File: config.mk
export PLATFORM = sky130hd
export DESIGN_NAME = wmask_clkdiv
export DESIGN_NICKNAME = d
export VERILOG_FILES = /design/src/rtl/wmclk_pkg.sv /design/src/rtl/wmclk_maskreg.sv /design/src/rtl/wmclk_decode.sv /design/src/rtl/wmclk_divcnt.sv /design/src/rtl/wmask_clkdiv.sv
export SDC_FILE = /design/constraint.sdc
export NUM_CORES = 1
export LEC_CHECK = 0
export CORE_UTILIZATION = 40
export DETAILED_ROUTE_END_ITERATION = 12
export PLACE_DENSITY = 0.77
export SLEW_MARGIN = 20
export SYNTH_ARGS = -nofsm -noshare
export SYNTH_HDL_FRONTEND = slang
export SYNTH_SLANG_ARGS = --single-unit
export TNS_END_PERCENT = 30
File: constraint.sdc
create_clock -name clk -period 2.7 [get_ports clk]
set_input_delay 0.54 -clock clk [delete_from_list [all_inputs] [get_ports clk]]
set_output_delay 0.54 -clock clk [all_outputs]
set_load 0.005 [all_outputs]
File: src/rtl/wmclk_pkg.sv
package wmclk_pkg;

    localparam int unsigned HALF_W = 16;
    localparam int unsigned REG_W  = 2 * HALF_W;

    typedef enum logic [1:0] {
        DIV_PLUS_ONE  = 2'd0,
        DIV_ONE_BASED = 2'd1,
        DIV_POW2      = 2'd2
    } div_enc_e;

    // Bits needed to hold the largest ratio a field of 'width' bits can select.
    function automatic int unsigned ratio_bits(div_enc_e enc, int unsigned width);
        if (enc == DIV_POW2) begin
            return (2 ** width);
        end
        return width + 1;
    endfunction

endpackage

File: src/rtl/wmclk_maskreg.sv
module wmclk_maskreg #(
    parameter int unsigned HALF_W = 16
) (
    input  logic                  clk,
    input  logic                  rst_n,
    input  logic                  we,
    input  logic [2*HALF_W-1:0]   wdata,
    output logic [HALF_W-1:0]     value
);

    typedef struct packed {
        logic [HALF_W-1:0] bits;
    } reg_state_t;

    reg_state_t st_q, st_d;
    logic [HALF_W-1:0] merged;

    // One enable per stored bit: bit i listens to enable i+HALF_W.
    for (genvar i = 0; i < HALF_W; i++) begin : g_bit
        assign merged[i] = wdata[i + HALF_W] ? wdata[i] : st_q.bits[i];
    end

    always_comb begin
        st_d = st_q;
        if (we) begin
            st_d.bits = merged;
        end
    end

    always_ff @(posedge clk) begin
        if (!rst_n) begin
            st_q <= '0;
        end else begin
            st_q <= st_d;
        end
    end

    assign value = st_q.bits;

endmodule

File: src/rtl/wmclk_decode.sv
module wmclk_decode
    import wmclk_pkg::*;
#(
    parameter int unsigned HALF_W      = 16,
    parameter int unsigned SHIFT       = 0,
    parameter int unsigned WIDTH       = 4,
    parameter div_enc_e    ENC         = DIV_PLUS_ONE,
    parameter bit          ZERO_BYPASS = 1'b1,
    parameter int unsigned RATIO_W     = 5
) (
    input  logic [HALF_W-1:0]  ctrl,
    output logic [RATIO_W-1:0] ratio,
    output logic               ratio_ok
);

    logic [WIDTH-1:0] field;
    assign field = ctrl[SHIFT +: WIDTH];

    if (ENC == DIV_POW2) begin : g_pow2
        assign ratio    = RATIO_W'(1) << field;
        assign ratio_ok = 1'b1;
    end else if (ENC == DIV_ONE_BASED) begin : g_one_based
        always_comb begin
            if (field == '0) begin
                ratio    = RATIO_W'(1);
                ratio_ok = ZERO_BYPASS;
            end else begin
                ratio    = RATIO_W'(field);
                ratio_ok = 1'b1;
            end
        end
    end else begin : g_plus_one
        assign ratio    = RATIO_W'(field) + RATIO_W'(1);
        assign ratio_ok = 1'b1;
    end

endmodule

File: src/rtl/wmclk_divcnt.sv
module wmclk_divcnt #(
    parameter int unsigned RATIO_W = 5
) (
    input  logic               clk,
    input  logic               rst_n,
    input  logic [RATIO_W-1:0] ratio_in,
    input  logic               ratio_ok,
    output logic [RATIO_W-1:0] ratio_act,
    output logic [RATIO_W-1:0] cnt_val,
    output logic               clk_out
);

    typedef struct packed {
        logic [RATIO_W-1:0] cnt;
        logic [RATIO_W-1:0] ratio;
        logic               div;
    } cnt_state_t;

    cnt_state_t st_q, st_d;
    logic       period_end;

    assign period_end = (st_q.cnt == st_q.ratio - RATIO_W'(1));

    always_comb begin
        st_d = st_q;
        if (period_end) begin
            st_d.cnt = '0;
            if (ratio_ok) begin
                st_d.ratio = ratio_in;
            end
        end else begin
            st_d.cnt = st_q.cnt + RATIO_W'(1);
        end
        st_d.div = (st_d.cnt < (st_d.ratio >> 1));
    end

    always_ff @(posedge clk) begin
        if (!rst_n) begin
            st_q.cnt   <= '0;
            st_q.ratio <= RATIO_W'(1);
            st_q.div   <= 1'b0;
        end else begin
            st_q <= st_d;
        end
    end

    assign ratio_act = st_q.ratio;
    assign cnt_val   = st_q.cnt;
    assign clk_out   = (st_q.ratio == RATIO_W'(1)) ? clk : st_q.div;

endmodule

File: src/rtl/wmask_clkdiv.sv
module wmask_clkdiv
    import wmclk_pkg::*;
#(
    parameter int unsigned SHIFT       = 0,
    parameter int unsigned WIDTH       = 4,
    parameter div_enc_e    ENC         = DIV_PLUS_ONE,
    parameter bit          ZERO_BYPASS = 1'b1
) (
    input  logic        clk,
    input  logic        rst_n,
    input  logic        bus_we,
    input  logic [31:0] bus_wdata,
    output logic [31:0] bus_rdata,
    output logic        clk_out
);

    localparam int unsigned RATIO_W = ratio_bits(ENC, WIDTH);

    // the field must lie wholly inside the stored half-word.
    if (SHIFT + WIDTH > HALF_W || WIDTH < 1) begin : g_cfg_bad
        $error("wmask_clkdiv: divide field does not fit in the low half-word");
    end

    logic [HALF_W-1:0]  ctrl;
    logic [RATIO_W-1:0] ratio_dec;
    logic               ratio_ok;
    logic [RATIO_W-1:0] ratio_act;
    logic [RATIO_W-1:0] cnt_val;

    wmclk_maskreg #(
        .HALF_W (HALF_W)
    ) u_reg (
        .clk   (clk),
        .rst_n (rst_n),
        .we    (bus_we),
        .wdata (bus_wdata),
        .value (ctrl)
    );

    wmclk_decode #(
        .HALF_W      (HALF_W),
        .SHIFT       (SHIFT),
        .WIDTH       (WIDTH),
        .ENC         (ENC),
        .ZERO_BYPASS (ZERO_BYPASS),
        .RATIO_W     (RATIO_W)
    ) u_dec (
        .ctrl     (ctrl),
        .ratio    (ratio_dec),
        .ratio_ok (ratio_ok)
    );

    wmclk_divcnt #(
        .RATIO_W (RATIO_W)
    ) u_cnt (
        .clk       (clk),
        .rst_n     (rst_n),
        .ratio_in  (ratio_dec),
        .ratio_ok  (ratio_ok),
        .ratio_act (ratio_act),
        .cnt_val   (cnt_val),
        .clk_out   (clk_out)
    );

    assign bus_rdata = {{(REG_W - HALF_W){1'b0}}, ctrl};

endmodule

Word-level counts from Yosys, hierarchy flattened
Cells that the tools add are included.
{"block": "word_totals", "word_cells": 45, "output_inout_bits": 33, "regBits": 27}
{"block": "op_classes", "n_reduce_logical": 16, "order_cmp": 1, "eq_ne": 2, "add_sub_neg": 3, "muxes": 3}
{"cell": "$reduce_and A2 Y1", "n": 16}
{"cell": "$mux W5", "n": 2}
{"cell": "$add A4 B1 Y5 const B", "n": 1}
{"cell": "$add A5 B1 Y5 const B", "n": 1}
{"cell": "$eq A5 B1 Y1 const B", "n": 1}
{"cell": "$eq A5 B5 Y1", "n": 1}
{"cell": "$lt A5 B4 Y1", "n": 1}
{"cell": "$sub A5 B1 Y5 const B", "n": 1}
{"cell": "$mux W1", "n": 1}

Depth between registers and ports, before layout
{"block": "logic_depth", "word_depth": 4, "ltp_mapped": 12, "depth_no_buf": 11}

By module
Synthesis repeated with hierarchy kept, for this count alone.
{"block": "unflattened", "hier_cells": 198, "hier_area_um2": 1729.2}
{"mod": "wmclk_divcnt", "area_each_um2": 797.0, "instances": 1, "seq_area_each_um2": 220.2, "cells_each": 88}
{"mod": "wmclk_maskreg", "area_each_um2": 750.7, "instances": 1, "seq_area_each_um2": 320.3, "cells_each": 85}
{"mod": "wmask_clkdiv", "area_each_um2": 123.9, "instances": 1, "seq_area_each_um2": 0.0, "cells_each": 17}
{"mod": "wmclk_decode", "area_each_um2": 57.6, "instances": 1, "seq_area_each_um2": 0.0, "cells_each": 8}

==> flow_summary.ini <==
[clocking]
clkLatencyLatePin_ns = 0.39
cts_tree = yes
cts.clk_slew.worst_paths_ns = 0.09

[drt]
postRouteWirelength_mm = 3.00
wl_per_cell_um = 10.8
vias_per_cell = 4.70
drc = 0
routed-via-count = 1303
final_antenna_net_count = 0
dr.pass1.iters = 4
drt_iter0_drc = 38

[global_route]
overflow = 0
gr-usage-met3 = 0.0779
use_met2 = 0.261
grt_max_degree = 33
grt_pass1_wl_mm = 5.26
track_usage = 0.174
top_usage_layer = met2
grt_pass1_vias = 1285
antenna_found_initial = 0
met1_usage = 0.190

[logic_synthesis]
ys_ff_latch = 27
async_reset_ff_frac = 0
synthCells = 177
seq_area_frac_synth = 0.359
synth_warnings = 0
synthDistinctLibCells = 32
netlist_area_um2 = 1510
synth_enable_flop_cells = 0
synth-main-ff-cell = dfxtp_1
avgSynthCellArea_um2 = 8.52

[critical_path]
critPathTopFamily = buffers and inverters
path_cells = clkbuf_8 -> clkbuf_8 -> mux2_2 -> dlygate4sd2_1
cp-end-kind = output pin
crit_path_max_incr_delay_ns = 0.26
cp_max_fo = 2
cp_common_cell = clkbuf_8
critPathBufInv = 3
critPathSlowestCell = dlygate4sd2_1
crit_arrival_ns = 2.07
startpoint_type = clock port
crit_type = clock port to output pin
worstPathRequired_ns = 2.16

[finish]
seq_area_um2 = 541
final_nets = 274
mostFrequentLayoutCells = clkdlybuf4s50_1 (50), nand2_1 (36), dfxtp_1 (27), nand3_1 (20), a21boi_0 (17)
drive_gt1_frac = 0.0649
antennaDiodeCount = 0
layout_commonest_cell = clkdlybuf4s50_1
syn2layout_area_growth_pct = 39.3
multi_input_area_um2 = 857
fillCellCount = 314

[die]
dieArea_um2 = 4020
initial_utilization = 0.435
core_um2 = 3470
fp.dieH_um = 63.4
die_w_um = 63.4
rows = 21
io_pins = 68

[power_and_ir_drop]
p_leak_nw = 0.878
intPower_uw = 957
clockPowerShare = 0.277
power_frac_seq = 0.342
switching_share = 0.325
p_per_area_nw_per_um2 = 676
p_comb_frac = 0.381
finalPower_mw = 1.42
p_switching_uw = 461
ir_drop_v = 0.000269

[placement]
dp_hpwl_mm = 2.22
io_buffers = 51
gp_congestion = 0.822

[worst_hold_path]
min_path_type = flip-flop to flip-flop

[sta]
setup_viol = 0
skew_ns = 0.00710
setup-tns-final_ns = 0
slew_viol_final = 0
finalHoldViolCount = 0

[outcome]
status = finished, final reports clean

[job]
maxCapViolCount = 0
==> power by group through the flow <==
stage	Clock [mW]	Combinational, mW	Sequential [mW]
floorplan	0.0216	0.403	0.481
global placement	0.0524	0.502	0.493
detailed placement	0.0524	0.507	0.495
CTS	0.408	0.511	0.485
global route	0.433	0.609	0.492
finish	0.393	0.541	0.485
==> metal layers <==
| layer | routed length (um) | vias to the layer above |
|---|---|---|
| met5 | 0 | - |
| met3 | 267 | 9 |
| met4 | 105 | 0 |
| met2 | 1280 | 51 |
| met1 | 1350 | 572 |
| li1 | - | 671 |
==> worst register-to-register path, cell delays in order, from the launching register on <==
cell and delay, ns:
dfxtp_1 0.42, inv_1 0.07, ha_1 0.30, xnor2_1 0.14, a211oi_2 0.29, o311ai_4 0.22
mux2i_1 0.24, ha_1 0.27, a21o_1 0.16, nand2_1 0.06, nand3b_1 0.08, a221oi_2 0.18
==> metrics by stage <==
step / setup slack [ns] / cell area [um^2] / instances / hold slack, ns / utilization
global placement: 0.121 / 2000 / 268 / 0.454 / 0.575
CTS: 0.0181 / 2080 / 275 / 0.473 / 0.601
global route: -0.0128 / 2100 / 277 / 0.492 / 0.605
detailed placement: 0.0410 / 2000 / 268 / 0.458 / 0.575
finish: 0.0867 / 2100 / 277 / 0.470 / 0.605
floorplan: 0.277 / 1560 / 192 / 0.453 / -
==> cells in the mapped netlist, types with 2 or more instances <==
cell type	n	area, um^2
a21boi_0	17	128
and2_1	3	18.8
and3_1	4	25.0
buf_4	17	128
clkbuf_1	4	15.0
dfxtp_1	27	541
ha_1	7	87.6
inv_1	4	15.0
mux2i_1	3	30.0
nand2_1	36	135
nand3_1	20	100
nand3b_1	2	15.0
nor2_1	3	11.3
nor2b_1	3	18.8
xnor2_1	5	43.8
xor2_1	6	52.6
==> kinds of logic after synthesis <==
| family | synth area share |
|---|---|
| AND/OR/NAND/NOR | 0.240 |
| other | 0.00249 |
| AO/OA/AOI/OAI | 0.139 |
| XOR/XNOR | 0.0639 |
| multiplexers | 0.0274 |
| buffers and inverters | 0.110 |
| flip-flops | 0.359 |
| adder cells (fa/ha/maj) | 0.0581 |
==> path summary, 6_finish.rpt <==
| kind | cells past startpoint | endpoint | slack (ns) | startpoint |
|---|---|---|---|---|
| setup / recovery | 4 | clk_out | 0.09 | clk |
| setup reg to reg | 11 | u_cnt.st_q[0] | 0.19 | u_cnt.ratio_act[0] |
| hold reg to reg | 2 | u_reg.value[13] | 0.47 | u_reg.value[13] |
| hold / removal | 2 | u_reg.value[13] | 0.47 | u_reg.value[13] |
==> layout make-up <==
cell class | instances | area share
clock buffers | 7 | 0.0435
clock inverters | 1 | 0.00358
inverters | 4 | 0.00715
multi-input cells | 138 | 0.408
flip-flops and latches | 27 | 0.257
well taps | 46 | 0.0274
repair buffers | 54 | 0.253
==> state kept, by name, summed over array words and instances, names as in the netlist <==
name,count
u_reg.value,16
u_cnt.st_q,1
u_cnt.ratio_act,5
u_cnt.cnt_val,5
==> what timing repair did <==
| item | 4_1_cts | 5_1_grt |
|---|---|---|
| hold buffers | 0 | 0 |
| resized for setup | 1 | 0 |
| buffers inserted | 0 | 2 |
| pin swaps | 0 | 1 |
| endpoints found under the setup margin | 1 | 1 |
| hold endpoints to repair | 0 | 0 |
Note: power is estimated with default switching activity, not from simulation.
